--- src/rtl/tcd_pkg.sv ---
package tcd_pkg;

   localparam int CODE_W   = 4;
   localparam int RATIO_W  = 8;
   localparam int GATE_BIT = 8;
   localparam logic [CODE_W-1:0] RST_CODE = 4'd1;

   typedef struct packed {
      logic               ok;
      logic [RATIO_W-1:0] ratio;
   } ratio_t;

   // Code-to-ratio decode; variant 1 fills codes 0 and 12.
   function automatic ratio_t code_to_ratio(input logic [CODE_W-1:0] code,
                                            input int variant);
      ratio_t r;
      r.ok    = 1'b1;
      r.ratio = '0;
      case (code)
         4'd1:    r.ratio = 8'd3;
         4'd2:    r.ratio = 8'd4;
         4'd3:    r.ratio = 8'd6;
         4'd4:    r.ratio = 8'd8;
         4'd5:    r.ratio = 8'd12;
         4'd6:    r.ratio = 8'd16;
         4'd7:    r.ratio = 8'd18;
         4'd8:    r.ratio = 8'd24;
         4'd10:   r.ratio = 8'd36;
         4'd11:   r.ratio = 8'd48;
         4'd0: begin
            if (variant == 1) r.ratio = 8'd2;
            else              r.ok    = 1'b0;
         end
         4'd12: begin
            if (variant == 1) r.ratio = 8'd10;
            else              r.ok    = 1'b0;
         end
         default: r.ok = 1'b0;
      endcase
      return r;
   endfunction

endpackage

--- src/rtl/tcd_ctrl.sv ---
module tcd_ctrl #(
   parameter int REG_W         = 16,
   parameter int CNT_W         = 6,
   parameter int TABLE_VARIANT = 0
) (
   input  logic             clk,
   input  logic             rst_n,
   input  logic             wr_en,
   input  logic [REG_W-1:0] wr_data,
   output logic [CNT_W-1:0] ratio_req,
   output logic             gate_req,
   output logic             cfg_err
);
   import tcd_pkg::*;

   localparam ratio_t RST_DEC = code_to_ratio(RST_CODE, TABLE_VARIANT);
   localparam logic [CNT_W-1:0] RST_RATIO = RST_DEC.ratio[CNT_W-1:0];

   ratio_t dec;
   assign dec = code_to_ratio(wr_data[CODE_W-1:0], TABLE_VARIANT);

   always_ff @(posedge clk or negedge rst_n) begin
      if (!rst_n) begin
         ratio_req <= RST_RATIO;
         gate_req  <= 1'b0;
         cfg_err   <= 1'b0;
      end else if (wr_en) begin
         gate_req <= wr_data[GATE_BIT];
         if (dec.ok) ratio_req <= dec.ratio[CNT_W-1:0];
         else        cfg_err   <= 1'b1;
      end
   end


   err_sticky_chk: assert property (@(posedge clk) disable iff (!rst_n)
      cfg_err |=> cfg_err);


   bad_code_hold_chk: assert property (@(posedge clk) disable iff (!rst_n)
      (wr_en && !dec.ok) |=> $stable(ratio_req));

endmodule

--- src/rtl/tcd_period.sv ---
module tcd_period #(
   parameter int               CNT_W     = 6,
   parameter logic [CNT_W-1:0] RST_RATIO = 3
) (
   input  logic             clk,
   input  logic             rst_n,
   input  logic [CNT_W-1:0] ratio_req,
   input  logic             gate_req,
   output logic             lead_q,
   output logic             ratio_odd
);
   logic [CNT_W-1:0] cnt_q, cnt_n;
   logic [CNT_W-1:0] ratio_q, ratio_n;
   logic             en_q, en_n;
   logic [CNT_W:0]   high_len;
   logic             wrap;

   assign wrap     = (cnt_q == ratio_q - 1'b1);
   assign cnt_n    = wrap ? '0 : cnt_q + 1'b1;
   assign ratio_n  = wrap ? ratio_req : ratio_q;
   assign en_n     = wrap ? ~gate_req : en_q;
   assign high_len = ({1'b0, ratio_n} + 1'b1) >> 1;

   always_ff @(posedge clk or negedge rst_n) begin
      if (!rst_n) begin
         cnt_q   <= RST_RATIO - 1'b1;
         ratio_q <= RST_RATIO;
         en_q    <= 1'b1;
         lead_q  <= 1'b0;
      end else begin
         cnt_q   <= cnt_n;
         ratio_q <= ratio_n;
         en_q    <= en_n;
         lead_q  <= en_n && ({1'b0, cnt_n} < high_len);
      end
   end

   assign ratio_odd = ratio_q[0];


   ratio_hold_chk: assert property (@(posedge clk) disable iff (!rst_n)
      (cnt_q != '0) |-> $stable(ratio_q));


   cnt_range_chk: assert property (@(posedge clk) disable iff (!rst_n)
      cnt_q < ratio_q);


   gate_low_chk: assert property (@(posedge clk) disable iff (!rst_n)
      !en_q |-> !lead_q);


   gate_edge_chk: assert property (@(posedge clk) disable iff (!rst_n)
      (cnt_q != '0) |-> $stable(en_q));

endmodule

--- src/rtl/tcd_merge.sv ---
module tcd_merge (
   input  logic clk,
   input  logic rst_n,
   input  logic lead_q,
   input  logic ratio_odd,
   output logic clk_out
);
   logic lag_q;

   always_ff @(negedge clk or negedge rst_n) begin
      if (!rst_n) lag_q <= 1'b0;
      else        lag_q <= lead_q;
   end

   assign clk_out = ratio_odd ? (lead_q & lag_q) : lead_q;


   lag_follow_chk: assert property (@(posedge clk) disable iff (!rst_n)
      (ratio_odd && !lead_q) |-> !clk_out);

endmodule

--- src/rtl/tbl_clk_div.sv ---
module tbl_clk_div #(
   parameter int REG_W         = 16,
   parameter int CNT_W         = 6,
   parameter int TABLE_VARIANT = 0
) (
   input  logic             clk,
   input  logic             rst_n,
   input  logic             wr_en,
   input  logic [REG_W-1:0] wr_data,
   output logic             clk_out,
   output logic             cfg_err
);
   import tcd_pkg::*;

   localparam ratio_t RST_DEC = code_to_ratio(RST_CODE, TABLE_VARIANT);
   localparam logic [CNT_W-1:0] RST_RATIO = RST_DEC.ratio[CNT_W-1:0];
   localparam int MAX_RATIO = 48;

   if (REG_W < GATE_BIT + 1) begin : g_bad_reg_w
      $error("REG_W too narrow for the gate bit");
   end
   if ((2 ** CNT_W) <= MAX_RATIO || CNT_W > RATIO_W) begin : g_bad_cnt_w
      $error("CNT_W cannot hold the largest ratio");
   end
   if (TABLE_VARIANT != 0 && TABLE_VARIANT != 1) begin : g_bad_variant
      $error("TABLE_VARIANT must be 0 or 1");
   end

   logic [CNT_W-1:0] ratio_req;
   logic             gate_req;
   logic             lead_q;
   logic             ratio_odd;

   tcd_ctrl #(
      .REG_W        (REG_W),
      .CNT_W        (CNT_W),
      .TABLE_VARIANT(TABLE_VARIANT)
   ) u_ctrl (
      .clk      (clk),
      .rst_n    (rst_n),
      .wr_en    (wr_en),
      .wr_data  (wr_data),
      .ratio_req(ratio_req),
      .gate_req (gate_req),
      .cfg_err  (cfg_err)
   );

   tcd_period #(
      .CNT_W    (CNT_W),
      .RST_RATIO(RST_RATIO)
   ) u_period (
      .clk      (clk),
      .rst_n    (rst_n),
      .ratio_req(ratio_req),
      .gate_req (gate_req),
      .lead_q   (lead_q),
      .ratio_odd(ratio_odd)
   );

   tcd_merge u_merge (
      .clk      (clk),
      .rst_n    (rst_n),
      .lead_q   (lead_q),
      .ratio_odd(ratio_odd),
      .clk_out  (clk_out)
   );

endmodule

--- config.mk ---
export PLATFORM = sky130hd
export DESIGN_NAME = tbl_clk_div
export DESIGN_NICKNAME = d
export VERILOG_FILES = /design/src/rtl/tcd_pkg.sv /design/src/rtl/tcd_ctrl.sv /design/src/rtl/tcd_period.sv /design/src/rtl/tcd_merge.sv /design/src/rtl/tbl_clk_div.sv
export SDC_FILE = /design/constraint.sdc
export NUM_CORES = 1
export LEC_CHECK = 0
export CAP_MARGIN = 20
export CORE_ASPECT_RATIO = 0.75
export CORE_UTILIZATION = 45
export DETAILED_ROUTE_END_ITERATION = 6
export PLACE_DENSITY = 0.67
export SLEW_MARGIN = 15
export SYNTH_ARGS = -nofsm -noshare
export SYNTH_HDL_FRONTEND = slang
export SYNTH_HIERARCHICAL = 1
export SYNTH_SLANG_ARGS = --single-unit
--- constraint.sdc ---
create_clock -name clk -period 3.5 [get_ports clk]
set_input_delay 0.7 -clock clk [delete_from_list [all_inputs] [get_ports clk]]
set_output_delay 0.7 -clock clk [all_outputs]
set_load 0.005 [all_outputs]
==> reports/qor.yml, run 1 <==
clock_network:
  cts.sinks: 23
  cts_buffers: 3
  htreeDepth: 1
  hold_buffers: 0
  clk_pin_slew_worst_paths_ps: 90
  cts_tree: "built"
  clockRootBuffer: "clkbuf_8"
  cts_buffer_depth: 2
  clkLatencyLatePin_ps: 280
placement:
  placed_cells: 211
  gp_congestion: 0.866
  dpl-instance-area_um2: 1720
  dp_hpwl_um: 2380
  port_buffers: 9
grt:
  grt_pass1_vias: 1130
  grt_max_degree: 23
  grtUsageTotal_pct: 18.4
  antenna_found_initial: 0
  grt_overflow: 0
  grt_pass1_wl_um: 5360
yosys:
  yosysTopAreaCell: "dfrtp_1"
  synth_cells: 168
  synth-edff-count: 0
  synth.avg_cell_area_um2: 9.68
  synth_top_area_share_pct: 24.6
  synth_cell_types: 44
  synth_nets: 194
  seq_area_frac_synth_pct: 35.8
  ys.flop_type: "dfrtp_1"
  synthArstFlopShare_pct: 100
  netlist_area_um2: 1630
  synth.area.top_cells: "dfrtp_1 (25%), dfstp_2 (9.7%), xnor2_1 (9.7%)"
  synth-warning-count: 6
  ys_seq_elements: 23
drt:
  routed_via_density: 5.57
  routed_wl_um: 3220
  drt-initial-drc-count: 72
  drt_pass1_iterations: 4
  vias: 1204
  wl_per_cell_um: 14.9
  ant_nets: 0
  drcViolationCount: 0
power:
  irDropWorstVdd_v: 0.000235
  p_leak_uw: 0.000734
  p_per_area_nw_per_um2: 306
critical_path:
  worstPathArrival_ps: 2700
  critPathRequiredTime_ps: 2800
  critPathLaunchType: "register"
  endpoint_kind: "primary output"
  crit_path_top_delay_cell: "dfrtn_1"
  slowest_delay_ps: 380
  criticalPathCategory: "reg -> out"
  crit_fanout: 1
  crit_chain: "inv_1 -> a21boi_1 -> buf_2"
cells_and_area:
  final_area_um2: 1780
  layout_common_cells: "xnor2_1 (18), dfrtp_1 (16), nand2_1 (15)"
  multi_input_area_um2: 938
  final_common_cell: "xnor2_1"
  areaGrowthSynthToFinish_pct: 9.31
  post-route-util_pct: 52.6
  seq_area_um2: 583
  stdcell_count: 216
  fillCellCount: 313
  diodes: 0
  drive_gt1_share_pct: 17.6
  nNetsFinal: 203
die:
  dieHeight_um: 54.1
  rows: 18
  core_um2: 3380
  die_x_um: 71.4
  start_util_pct: 48.1
  fp.dieArea_um2: 3860
  ioPinCount: 21
timing:
  clock_skew_ps: 10.5
  maxSlewHeadroom_pct: 61.1
  worst-slew-pin-transition_ps: 582
  setup_viol: 0
  final_max_slew_viol_count: 0
  hold_viol_final: 0
hold_path:
  hp-class: "reg -> reg"
run:
  drv_cap: 0
run_status:
  status: "finished clean"
[final cells by class]
type / instances / area share [%]
sequential: 23 / 32.8
multi-input combinational: 126 / 52.8
inverter: 8 / 1.69
tap: 40 / 2.81
clock buffer: 3 / 2.32
clock inverter: 1 / 0.281
timing repair buffer: 15 / 7.32
[sequential cells by signal (all words and copies together), names as in the netlist]
name / flops
u_period/lead_q: 1
u_period/ratio_q: 6
u_ctrl/ratio_req: 6
u_ctrl/cfg_err: 1
u_period/en_q: 1
u_period/cnt_q: 6
u_ctrl/gate_req: 1
u_merge/lag_q: 1
[synthesized netlist by cell type (5+ instances only)]
cell type and n:
inv_1 8, mux2_2 8, a21oi_1 8, dfrtp_1 16, nand2_1 15, and2_1 5, ha_1 7, xnor2_1 18
nor2_1 5, dfstp_2 6, o21ai_1 5, mux2i_1 6
[routing by layer]
layer  routed length (um)  global-route usage [%]
met3                  148                    4.87
met1                 1540                    24.6
met5                    0                       0
met2                 1530                    30.2
met4                    7                    4.00
[path summary, 6_finish.rpt]
kind | from | end | slack, ps | cells past startpoint
hold / removal | u_ctrl/gate_req | u_period/en_q | 460 | 1
min in group asynchronous | rst_n | u_period/cnt_q[2] | 860 | 2
setup / recovery | u_merge/lag_q | clk_out | 100 | 3
max in group asynchronous | rst_n | u_merge/lag_q | 1120 | 1
hold reg to reg | u_ctrl/gate_req | u_period/en_q | 460 | 1
setup reg to reg | u_period/ratio_q[0] | u_period/lead_q | 250 | 12
[through the flow]
step / setup TNS [ps] / worst slack (ps) / hold slack [ps] / power, uW
after floorplan: 0 / 287 / 404 / 353
final: 0 / 97.2 / 458 / 543
after global placement: 0 / 22.5 / 434 / 374
after global routing: -0.460 / -0.460 / 468 / 569
after detailed placement: 0 / 1.33 / 436 / 378
after CTS: 0 / 85.0 / 447 / 546
[logic make-up (layout without fill, tap and decap cells)]
group | count (synthesis) | after routing | synth area share (%)
AND/OR/NAND/NOR | 49 | 49 | 17.1
XOR/XNOR | 22 | 22 | 11.8
adder cells (fa/ha/maj) | 7 | 7 | 5.38
multiplexers | 14 | 14 | 9.23
buffers and inverters | 19 | 27 | 6.77
flip-flops | 23 | 23 | 35.8
AO/OA/AOI/OAI | 34 | 34 | 13.8
[worst max-delay path, delay by kind of cell, from the launching register on]
family	cells	cell delay (ps)
DFF	1	380
buffers and inverters	2	170
AOI/OAI and AO/OA	1	120
[power breakdown]
part	internal (uW)	switching, uW
Combinational	34.4	35.3
Sequential	281	22.3
Clock	79.7	91.0
Total	395	149
[what timing repair did]
action                                  CTS  global route
buffers inserted                          0             1
cloned                                    0             0
gates resized for setup                   3             1
endpoints found under the setup margin    1             1
pin swaps                                 0             1
Note: power is estimated with default switching activity, not from simulation.
==> run 2, diff against run 1 <==
--- a/config.mk
+++ b/config.mk
@@ -12,2 +12,3 @@
 export PLACE_DENSITY = 0.67
+export REMOVE_ABC_BUFFERS = 1
 export SLEW_MARGIN = 15
==> constraint.sdc (replaced) <==
create_clock -name clk -period 3.8 [get_ports clk]
set_input_delay 0.38 -clock clk [delete_from_list [all_inputs] [get_ports clk]]
set_output_delay 0.38 -clock clk [all_outputs]
set_load 0.005 [all_outputs]
==> reports/qor.yml, run 2 (synthesis gave the netlist of run 1 again) <==
run_status:
  status: "finished clean"
cells_and_area:
  layout_common_cells: "xnor2_1 (18), dfrtp_1 (16), nand2_1 (15)"
  areaGrowthSynthToFinish_pct: 7.92
  final_common_cell: "xnor2_1"
  nNetsFinal: 200
  final_area_um2: 1760
  diodes: 0
  drive_gt1_share_pct: 15.0
  fillCellCount: 321
  reg.largest.list: "u_ctrl/ratio_req: 6 flops, u_period/cnt_q: 6 flops, u_period/ratio_q: 6 flops"
die:
  ioPinCount: 21
  fp.dieArea_um2: 3860
  core_um2: 3380
  start_util_pct: 48.1
  rows: 18
  die_x_um: 71.4
  dieHeight_um: 54.1
timing:
  rsz0062_at_grt: "no"
  clock_skew_ps: 13.3
  worst-slew-pin-transition_ps: 583
  maxSlewHeadroom_pct: 61.0
  hold_viol_final: 0
  final.setup.tns_ps: 0
  final_max_slew_viol_count: 0
  setup_viol: 0
power:
  power_uw: 496
  p_leak_uw: 0.000718
  p_per_area_nw_per_um2: 282
  irDropWorstVdd_v: 0.000319
drt:
  drcViolationCount: 0
  drt_pass1_iterations: 4
  routed_wl_um: 3160
  vias: 1200
  routed_via_density: 5.63
  wl_per_cell_um: 14.8
  ant_nets: 0
  drt-initial-drc-count: 41
critical_path:
  crit_buf_inv: 2
  criticalPathCategory: "reg -> out"
  critPathTopFamily: "buffers and inverters"
  crit_fanout: 1
  endpoint_kind: "primary output"
  slowest_delay_ps: 510
  crit_path_top_delay_cell: "clkdlybuf4s50_1"
  critPathRequiredTime_ps: 3420
  critPathLaunchType: "register"
  worstPathArrival_ps: 3220
  crit_chain: "inv_1 -> a21boi_1 -> clkdlybuf4s50_1"
clock_network:
  clockRootBuffer: "clkbuf_8"
  postCtsSetupRepairBufs: 0
  hold_buffers: 0
  cts_buffers: 3
  cts_buffer_depth: 2
  cts_tree: "built"
  htreeDepth: 1
  clk_pin_slew_worst_paths_ps: 80
  cts_resized: 0
  clkLatencyLatePin_ps: 270
  cts.sinks: 23
grt:
  grt_pass1_wl_um: 5180
  antenna_found_initial: 0
  grt_max_degree: 23
  grt_overflow: 0
  grtUsageTotal_pct: 17.7
  grt_pass1_vias: 1150
run:
  drv_cap: 0
hold_path:
  hp-class: "reg -> reg"
placement:
  gp_congestion: 0.823
  dpl-instance-area_um2: 1710
  dp_hpwl_um: 2350
  port_buffers: 9
-- run 2: routing by layer --
metal  vias to the layer above  share of wire, %  track usage [%]
li1                        595                 -                -
met1                       592                50             22.9
met2                        11                47             30.5
met3                         2               2.8             4.68
met4                         0              0.38             3.33
met5                         -                 0                0
-- run 2: where the power goes --
part,internal [uW],switching [uW]
registers,258,21.1
logic,31.7,33.2
clock network,73.1,78.1
total,363,132
-- run 2: layout make-up --
cell class	count	area, um^2	share of cell area, %
Timing Repair Buffer	12	113	6.41
Clock inverter	1	5.00	0.285
Sequential cell	23	583	33.2
Multi-Input combinational cell	126	933	53.2
Tap cell	40	50.0	2.85
Clock buffer	3	41.3	2.35
Inverter	8	30.0	1.71
-- run 2: worst paths after layout --
check                               startpoint                end  slack, ps  cells after the start
setup / recovery                 u_merge/lag_q            clk_out        200                      3
hold / removal                  u_ctrl/cfg_err     u_ctrl/cfg_err        460                      1
setup reg to reg           u_period/ratio_q[1]    u_period/lead_q        400                     14
hold reg to reg                 u_ctrl/cfg_err     u_ctrl/cfg_err        460                      1
max in group asynchronous                rst_n      u_merge/lag_q       1610                      1
min in group asynchronous                rst_n  u_period/cnt_q[0]        500                      2
-- run 2: through the flow --
| stage | worst slack, ps | util (%) | hold slack (ps) | std cells |
|---|---|---|---|---|
| 2_1_floorplan | 654 | - | 84.4 | 157 |
| 3_3_place_gp | 494 | 50.6 | 439 | 209 |
| 3_5_place_dp | 416 | 50.6 | 450 | 209 |
| 4_1_cts | 186 | 52.0 | 466 | 213 |
| 5_1_grt | 120 | 52.0 | 495 | 213 |
| 6_report | 201 | 52.0 | 463 | 213 |
